File: src/rtl/uart_rxbuf_pkg.sv
`timescale 1ns/1ps
package uart_rxbuf_pkg;
  typedef enum logic [1:0] {
    LVL_ONE   = 2'd0,
    LVL_EIGHT = 2'd1,
    LVL_SIXTN = 2'd2,
    LVL_THRTY = 2'd3
  } lvl_sel_e;

  localparam int unsigned LVL_A = 1;
  localparam int unsigned LVL_B = 8;
  localparam int unsigned LVL_C = 16;
  localparam int unsigned LVL_D = 32;
endpackage

File: src/rtl/uart_rxbuf_store.sv
`timescale 1ns/1ps
module uart_rxbuf_store #(
  parameter int unsigned W     = 8,
  parameter int unsigned DEPTH = 64
) (
  input  logic                       clk,
  input  logic                       rst_n,
  input  logic                       push_i,
  input  logic [W-1:0]               din_i,
  input  logic                       pop_i,
  output logic [W-1:0]               dout_o,
  output logic [$clog2(DEPTH):0]     count_o,
  output logic                       full_o,
  output logic                       empty_o
);
  localparam int unsigned AW = $clog2(DEPTH);
  localparam int unsigned CW = AW + 1;

  logic [W-1:0]  mem [DEPTH];
  logic [AW-1:0] wptr, rptr;
  logic [CW-1:0] cnt;
  logic          do_push, do_pop;

  assign full_o  = (cnt == CW'(DEPTH));
  assign empty_o = (cnt == '0);
  assign do_push = push_i && !full_o;
  assign do_pop  = pop_i && !empty_o;
  assign dout_o  = mem[rptr];
  assign count_o = cnt;

  always_ff @(posedge clk) begin
    if (do_push) mem[wptr] <= din_i;
  end

  always_ff @(posedge clk or negedge rst_n) begin
    if (!rst_n) begin
      wptr <= '0;
      rptr <= '0;
      cnt  <= '0;
    end else begin
      if (do_push) wptr <= (wptr == AW'(DEPTH-1)) ? '0 : wptr + 1'b1;
      if (do_pop)  rptr <= (rptr == AW'(DEPTH-1)) ? '0 : rptr + 1'b1;
      case ({do_push, do_pop})
        2'b10:   cnt <= cnt + 1'b1;
        2'b01:   cnt <= cnt - 1'b1;
        default: cnt <= cnt;
      endcase
    end
  end

  // a push into a full buffer with no pop leaves it full, nothing overwritten
  assert_full_holds_R2: assert property (@(posedge clk) disable iff (!rst_n)
    (full_o && !pop_i) |=> full_o);
  // a lone pop lowers the count by one
  assert_pop_lowers_R1: assert property (@(posedge clk) disable iff (!rst_n)
    (pop_i && !push_i && !empty_o) |=> (cnt == $past(cnt) - 1'b1));
endmodule

File: src/rtl/uart_rxbuf_trig.sv
`timescale 1ns/1ps
module uart_rxbuf_trig
  import uart_rxbuf_pkg::*;
#(
  parameter int unsigned CW = 7
) (
  input  logic          clk,
  input  logic          rst_n,
  input  logic [CW-1:0] count_i,
  input  logic [1:0]    sel_i,
  input  logic          en_i,
  output logic          req_o
);
  logic [CW-1:0] level;
  lvl_sel_e      sel;

  assign sel = lvl_sel_e'(sel_i);

  always_comb begin
    case (sel)
      LVL_ONE:   level = CW'(LVL_A);
      LVL_EIGHT: level = CW'(LVL_B);
      LVL_SIXTN: level = CW'(LVL_C);
      default:   level = CW'(LVL_D);
    endcase
  end

  assign req_o = en_i && (count_i >= level);

  // the request never stands while the buffer is empty
  assert_no_req_empty_R4: assert property (@(posedge clk) disable iff (!rst_n)
    (count_i == '0) |-> !req_o);
endmodule

File: src/rtl/uart_rxbuf_tmo.sv
`timescale 1ns/1ps
module uart_rxbuf_tmo #(
  parameter int unsigned BITS_PER_CHAR = 10,
  parameter int unsigned IDLE_CHARS    = 4
) (
  input  logic clk,
  input  logic rst_n,
  input  logic bit_tick_i,
  input  logic activity_i,
  input  logic nonempty_i,
  output logic flag_o
);
  localparam int unsigned LIMIT = BITS_PER_CHAR * IDLE_CHARS;
  localparam int unsigned TW    = $clog2(LIMIT + 1);

  logic [TW-1:0] idle_cnt;

  always_ff @(posedge clk or negedge rst_n) begin
    if (!rst_n) begin
      idle_cnt <= '0;
      flag_o   <= 1'b0;
    end else if (activity_i || !nonempty_i) begin
      idle_cnt <= '0;
      flag_o   <= 1'b0;
    end else if (bit_tick_i && !flag_o) begin
      if (idle_cnt == TW'(LIMIT - 1)) begin
        flag_o   <= 1'b1;
        idle_cnt <= '0;
      end else begin
        idle_cnt <= idle_cnt + 1'b1;
      end
    end
  end

  // the indication only stands over a non-empty buffer
  assert_flag_needs_data_R6: assert property (@(posedge clk) disable iff (!rst_n)
    flag_o |-> nonempty_i);
  // any byte or pop clears the indication
  assert_clear_on_activity_R8: assert property (@(posedge clk) disable iff (!rst_n)
    activity_i |=> !flag_o);
endmodule

File: src/rtl/uart_rxbuf.sv
`timescale 1ns/1ps
module uart_rxbuf #(
  parameter int unsigned W             = 8,
  parameter int unsigned DEPTH         = 64,
  parameter int unsigned BITS_PER_CHAR = 10,
  parameter int unsigned IDLE_CHARS    = 4
) (
  input  logic         clk,
  input  logic         rst_n,
  input  logic         in_valid,
  input  logic [W-1:0] in_data,
  output logic         in_ready,
  input  logic         bit_tick,
  output logic         rd_valid,
  output logic [W-1:0] rd_data,
  input  logic         rd_ready,
  input  logic [1:0]   trig_sel,
  input  logic         dma_en,
  input  logic         tout_ie,
  output logic         dma_req,
  output logic         tout_irq,
  input  logic         status_rd,
  output logic         overrun
);
  localparam int unsigned CW = $clog2(DEPTH) + 1;

  logic [CW-1:0] count;
  logic          full, empty, tout_flag, pop;

  assign pop      = rd_ready && !empty;
  assign in_ready = !full;
  assign rd_valid = !empty;

  uart_rxbuf_store #(.W(W), .DEPTH(DEPTH)) store_i (
    .clk(clk), .rst_n(rst_n), .push_i(in_valid), .din_i(in_data),
    .pop_i(rd_ready), .dout_o(rd_data), .count_o(count),
    .full_o(full), .empty_o(empty)
  );

  uart_rxbuf_trig #(.CW(CW)) trig_i (
    .clk(clk), .rst_n(rst_n), .count_i(count), .sel_i(trig_sel),
    .en_i(dma_en), .req_o(dma_req)
  );

  uart_rxbuf_tmo #(.BITS_PER_CHAR(BITS_PER_CHAR), .IDLE_CHARS(IDLE_CHARS)) tmo_i (
    .clk(clk), .rst_n(rst_n), .bit_tick_i(bit_tick),
    .activity_i(in_valid || pop), .nonempty_i(!empty), .flag_o(tout_flag)
  );

  assign tout_irq = tout_flag && tout_ie;

  always_ff @(posedge clk or negedge rst_n) begin
    if (!rst_n)                overrun <= 1'b0;
    else if (in_valid && full) overrun <= 1'b1;
    else if (status_rd)        overrun <= 1'b0;
  end

  // a request implies stored data
  assert_dma_needs_data_R3: assert property (@(posedge clk) disable iff (!rst_n)
    dma_req |-> rd_valid);
  // overrun is sticky until a status read
  assert_overrun_sticky_R2: assert property (@(posedge clk) disable iff (!rst_n)
    (overrun && !status_rd) |=> overrun);
  // popping the last byte drops data-ready
  assert_last_pop_clears_R1: assert property (@(posedge clk) disable iff (!rst_n)
    (count == CW'(1) && rd_ready && !in_valid) |=> !rd_valid);
endmodule

File: config.mk
export PLATFORM = sky130hd
export DESIGN_NAME = uart_rxbuf
export DESIGN_NICKNAME = d
export VERILOG_FILES = /design/src/rtl/uart_rxbuf_pkg.sv /design/src/rtl/uart_rxbuf_store.sv /design/src/rtl/uart_rxbuf_trig.sv /design/src/rtl/uart_rxbuf_tmo.sv /design/src/rtl/uart_rxbuf.sv
export SDC_FILE = /design/constraint.sdc
export NUM_CORES = 1
export LEC_CHECK = 0
export BUFFER_PORTS_ARGS = -buffer_cell sky130_fd_sc_hd__buf_2
export CAP_MARGIN = 0
export CORE_AREA = 3 3 204 226
export CTS_CLUSTER_DIAMETER = 100
export DETAILED_ROUTE_END_ITERATION = 10
export DIE_AREA = 0 0 207 229
export PLACE_DENSITY = 0.61
export SLEW_MARGIN = 20
export SYNTH_ARGS = -nofsm -noshare
export SYNTH_HDL_FRONTEND = slang
export SYNTH_SLANG_ARGS = --single-unit
File: constraint.sdc
create_clock -name clk -period 3.7 [get_ports clk]
set_clock_uncertainty 0.05 [all_clocks]
set_input_delay 0.74 -clock clk [delete_from_list [all_inputs] [get_ports clk]]
set_output_delay 0.74 -clock clk [all_outputs]
set_load 0.02 [all_outputs]
After elaboration in Yosys (flattened, before gate mapping)
Memory sizes are Yosys's and may differ from the RTL's. Cells that the tools add are included.

$add $sub $neg: 5. Multiplexer cells: 14. Equality and inequality tests: 8. Reduce and logical (&&, ||, !) cells: 18. Order comparisons: 1.

Operators by type and width (count): 2-to-1 mux 6 bit (5); adder 6 x 1 -> 6 bit, second input constant (3); equality test 6 bit, second input constant (3); case mux 6 bit (3 select lines) (1); case mux 7 bit (2 select lines) (1); nonzero test 2 bit (4); adder 7 x 1 -> 7 bit, second input constant (1); equality test 7 bit, second input constant (1); >= comparator 7 x 6 -> 1 bit (1); logical NOT 7 bit (1); 2-to-1 mux 1 bit (7); subtractor 7 x 1 -> 7 bit, second input constant (1); logical AND 1 bit (6); equality test 2 x 1 -> 1 bit, second input constant (2); equality test 2 bit, second input constant (2); logical NOT 1 bit (3); logical NOT 2 bit (1); logical OR 1 bit (2); AND reduction 2 bit (1).

Register bits after elaboration: 27. Memories kept: 1. Bits in writable memories: 512. Input port bits: 18.

Memories: store_i.mem (depth 64, bits a word 8, read ports 1, clocked after memory_dff 0, write ports 1, RTL line uart_rxbuf_store.sv:19) `logic [W-1:0] mem [DEPTH];`.

Logic depth before layout (Yosys ltp)
Depth in word-level cells: 7. Gate-level depth with buffers: 14.

Hierarchy
From an unflattened synthesis, not the netlist that was laid out.

Cells, all modules: 1115. Area total of the unflattened synthesis: 21818.4 um^2.

By module, submodules not included: uart_rxbuf_store (area each 21262.9 um^2, cells an instance 1055, times used 1); uart_rxbuf_tmo (area each 380.4 um^2, cells an instance 38, times used 1); uart_rxbuf_trig (area each 116.4 um^2, cells an instance 14, times used 1); uart_rxbuf (area each 58.8 um^2, cells an instance 8, times used 1).

Worst setup path before layout
OpenSTA, ideal clock, no wires.

Path kind: reg-to-reg. From: register store_i.cnt[3], in the netlist store_i.count_o[3]. To: register store_i.cnt[4], in the netlist store_i.count_o[4]. Path slack: 0.525 ns. Arrival: 3.045 ns. Stages on the path, launching flop included: 15. Setup time: 0.079 ns. Buffers on the path: 2. Period minus slack after synthesis: 3.175 ns. Path through: dfrtp_1 > buf_2 > nor4_4 > nand3_1 > nand2_1 > inv_1 > ha_1 > buf_2 > xor2_1 > ha_1 > and3b_1 > o21ai_0 > a21oi_1 > a211oi_1 > xor2_1.

Cells in the longest elaborated chain, start to end: 5. Elaborated cells on any way between the ends: 12. Classes of those cells: add/sub: 2; eq/ne: 3; mux: 1; reduce/logical: 6.

RTL lines: start: declaration (RTL line uart_rxbuf_store.sv:21) `logic [CW-1:0] cnt;`; start signal: assignment (RTL line uart_rxbuf_store.sv:44) `2'b10: cnt <= cnt + 1'b1;`; start signal: assignment (RTL line uart_rxbuf_store.sv:45) `2'b01: cnt <= cnt - 1'b1;`; start signal: assignment (RTL line uart_rxbuf_store.sv:46) `default: cnt <= cnt;`; logical NOT 7 bit * (RTL line uart_rxbuf_store.sv:25) `assign empty_o = (cnt == '0);`; logical NOT 1 bit *; net rd_valid (RTL line uart_rxbuf.sv:14) `output logic rd_valid,`; logical AND 1 bit * (RTL line uart_rxbuf_store.sv:27) `assign do_pop = pop_i && !empty_o;`; net pop (RTL line uart_rxbuf.sv:28) `logic full, empty, tout_flag, pop;`; equality test 2 x 1 -> 1 bit / equality test 2 bit (equally long branches) (RTL line uart_rxbuf_store.sv:43) `case ({do_push, do_pop})`; case mux 7 bit (2 select lines) / nonzero test 2 bit (equally long branches).

Mark *: on every way through the listed nets, which the timed path passes. The rest lies on a longest branch. A chain may end at the register's enable or synchronous reset.

Worst setup path in the final report
From: register store_i.rptr[0]. To: output port rd_data[5].

Cells in the longest elaborated chain, start to end: 1.

RTL lines: start: declaration (RTL line uart_rxbuf_store.sv:20) `logic [AW-1:0] wptr, rptr;`; start signal: assignment (RTL line uart_rxbuf_store.sv:42) `if (do_pop) rptr <= (rptr == AW'(DEPTH-1)) ? '0 : rptr + 1'b1;`; memory (64 x 8 bit); end: declaration (RTL line uart_rxbuf.sv:15) `output logic [W-1:0] rd_data,`.

Every way passes these cells.

==> run metrics <==
run status=finished clean; Buffers on Ports=30; Max Clk Rate=0.272 GHz; Critical Path RT=2910 ps; Synth area leader=edfxtp_1; Final Hold Violating Endpoints=0; combinational group share of total power=30.4%; post-DP HPWL=32400 um; largest family of logic cells by synthesized area=multiplexers; Crit path max-delay family=buffers and inverters; sequential fraction of the synthesis area=73.4%; CP Launch Type=register; WS Path Type=register to output port; TritonRoute pass-1 iters=6; initial DRC count=955; vias=11700; CTS Buf Count=53; vias in the first global route=11900; Internal=12000 uW; num rows=81; Buf/Inv on CP=3; xor-xnor portion of the synthesized cell area=0.721%; initial antenna violation count=0; cell with the most instances after synthesis=edfxtp_1; CTS root buf=clkbuf_16; setup repair after global routing missed its margin=yes; Wirelength per Cell=25.5 um; prevailing post-synth register cell=edfxtp_1; endpoint arrival time on the critical path=2880 ps; critical path fanouts, max=8; Synth top cells by count=edfxtp_1, mux2i_1, nor2_1; R2R cell count=12; main area contributors after synthesis=edfxtp_1, mux2i_1, mux4_2; worst hold slack=128 ps; fill count=3363; Hold WC Path Type=input pin to async pin; Total Routed Length=50700 um; layout net count=1398; Die Span X=207 um; #FFs+latches synth=539; asr flop ratio synth=5.01%; Total GRT Usage=21.2%; clock share of power=28.4%; sw power=5760 uW; fin crit share=99.2%; synth warn=0; CTS tree=built; CP Capture Type=output port; CTS Sinks=539; crit-path cells=clkbuf_16, buf_6, mux4_2, a22oi_1, nand3_2, a31oi_2, a31oi_2, buf_4; Synth Instances=1256; maximum vdd drop=0.000421 V; first-pass GRT wire length=75300 um; Die ar.=47400 um2; Area Growth Syn to Fin=16.7%; min cycle time layout=3670 ps; grt ovf=0; CP most frequent cell=a31oi_2; leakage=0.00852 uW; share of power burned in registers=41.2%; Worst path depth=8; core area=44200 um2; Max Cap Violations=0; adder-cell share of the synthesized area=0.572%; Synthesized Nets=1284; PwrDens=698 nW/um2; Syn Area/Cell=17.4 um2; power consumption=17800 uW; starting density of the core=49.5%; relative slew slack=38.9%; post-synth top area share=70.3%; synth unique cells=53; die height=229 um; # IOs=31; GPL Wtd Cong=0.931; htree depth=2; synthesized cell area=21900 um2; Critical-path top delay cell=dfrtp_4; Slew @ Worst Pin=913 ps; DR vias/cell=5.89; Register Area=16100 um2; Clock Latency Late Sink=590 ps; max-slew violations=0; antenna-violating nets left=0; clk buf depth=3; Synth Area in Simple Gates=4.96%; ANT cells=0; largest net degree at the start of global routing=65; # DRC=0; clk slew on worst S/H paths=60 ps; Crit path largest cell delay=530 ps; multiplexer share of the synthesized area=13.2%; Final TNS setup=0 ps; multi-input logic area=5890 um2; Sw Share=32.3%; layout cells sized above 1=24.5%; number of synthesized flops with an enable pin=512; Compound-Gate Fraction of Synth Area=5.30%; # setup viols final=0
[cell usage in the layout (no fill, tap or decap), types with 4 or more instances in the layout]
cell       instances
a22oi_2            8
nand3_1           17
nand3b_1          15
nor2_1           103
a21o_1            11
clkbuf_1          11
mux2i_1          128
a22o_1             4
a31oi_2           17
or3b_2             4
xor2_1            10
clkbuf_16         57
clkinv_1           9
dfrtp_1           24
o21ai_0            8
inv_1              8
clkinv_2          15
mux2i_2            5
edfxtp_1         512
buf_16             4
nand4_1            6
buf_4             86
xnor2_1            8
buf_6              9
mux2i_4           11
nand2b_1           6
a22oi_1           54
buf_12             5
a21oi_2            4
mux4_2            64
a21oi_1           22
buf_2             21
a31oi_1           13
nand2_1           52
a31oi_4            6
ha_1              10
[per-stage QoR]
step	cell area [um2]	instances	util [%]	worst slack (ps)
2_1_floorplan	21900	1256	-	525
3_3_place_gp	23200	1883	52.4	456
3_5_place_dp	23200	1883	52.4	413
4_1_cts	25000	1985	56.6	-12.1
5_1_grt	25500	1992	57.7	-30.2
6_report	25500	1992	57.7	28.5
[routing by layer]
layer / part of all wire, % / up-vias / global-route usage (%)
li1: - / 5231 / -
met1: 42 / 6038 / 29.1
met2: 49 / 390 / 34.4
met3: 5.9 / 76 / 3.88
met4: 2.7 / 0 / 7.51
met5: 0 / - / 0
[worst reg2reg max path, delay by kind of cell, from the launching register on]
kind / cells / cell delay [ps]
xor+xnor: 2 / 370
fa+ha+maj: 2 / 610
compound gates: 3 / 670
simple gates: 4 / 890
flops: 1 / 500
buf+inv: 1 / 140
[cell type report]
type | instances | share of cell area (%)
inverter | 8 | 0.118
clock inverter | 31 | 0.912
tap | 581 | 2.85
sequential | 539 | 63.0
clock buffer | 65 | 5.41
timing repair buffer | 131 | 4.67
multi-input combinational | 637 | 23.1
[worst paths after layout]
| path | to | slack [ps] | startpoint |
|---|---|---|---|
| worst max-delay path | rd_data[5] | 30 | store_i.rptr[0]$_DFFE_PN0P_ |
| worst min-delay path | store_i.rptr[0]$_DFFE_PN0P_ | 130 | rst_n |
| worst max register to register | store_i.count_o[4]$_DFFE_PN0P_ | 400 | store_i.count_o[3]$_DFFE_PN0P_ |
| worst min register to register | overrun$_DFFE_PN0P_ | 490 | overrun$_DFFE_PN0P_ |
| max in group asynchronous | store_i.rptr[1]$_DFFE_PN0P_ | 2980 | rst_n |
| min in group clk | overrun$_DFFE_PN0P_ | 310 | status_rd |
[logic make-up after synthesis]
family | after synthesis
AOI/OAI and AO/OA | 167
adders and majority gates | 10
DFF | 539
and+or+nand+nor | 233
buffers and inverters | 80
muxes | 209
xor gates and xnor gates | 18
[power by group through the flow]
stage / Combinational (uW) / Clock (uW) / Sequential, uW
finish: 5410 / 5050 / 7340
floorplan: 3020 / 0 / 7170
global placement: 4500 / 0 / 7450
detailed placement: 4520 / 0 / 7460
CTS: 4840 / 5160 / 7330
global route: 5700 / 5420 / 7370
[repair_timing]
| item | 4_1_cts | 5_1_grt |
|---|---|---|
| endpoints found under the setup margin | 8 | 8 |
| setup buffers | 6 | 3 |
| resized for setup | 39 | 67 |
| pin swaps | 2 | 14 |
| hold buffers | 0 | 0 |
| gates cloned | 0 | 4 |
| endpoints found under the hold margin | 0 | 0 |
[registers in the layout, indices dropped and copies added, names as in the netlist]
name             flops
tmo_i.flag_o         1
store_i.count_o      7
store_i.rptr         6
store_i.mem        512
store_i.wptr         6
overrun              1
tmo_i.idle_cnt       6
(Power assumes the default switching activity.)
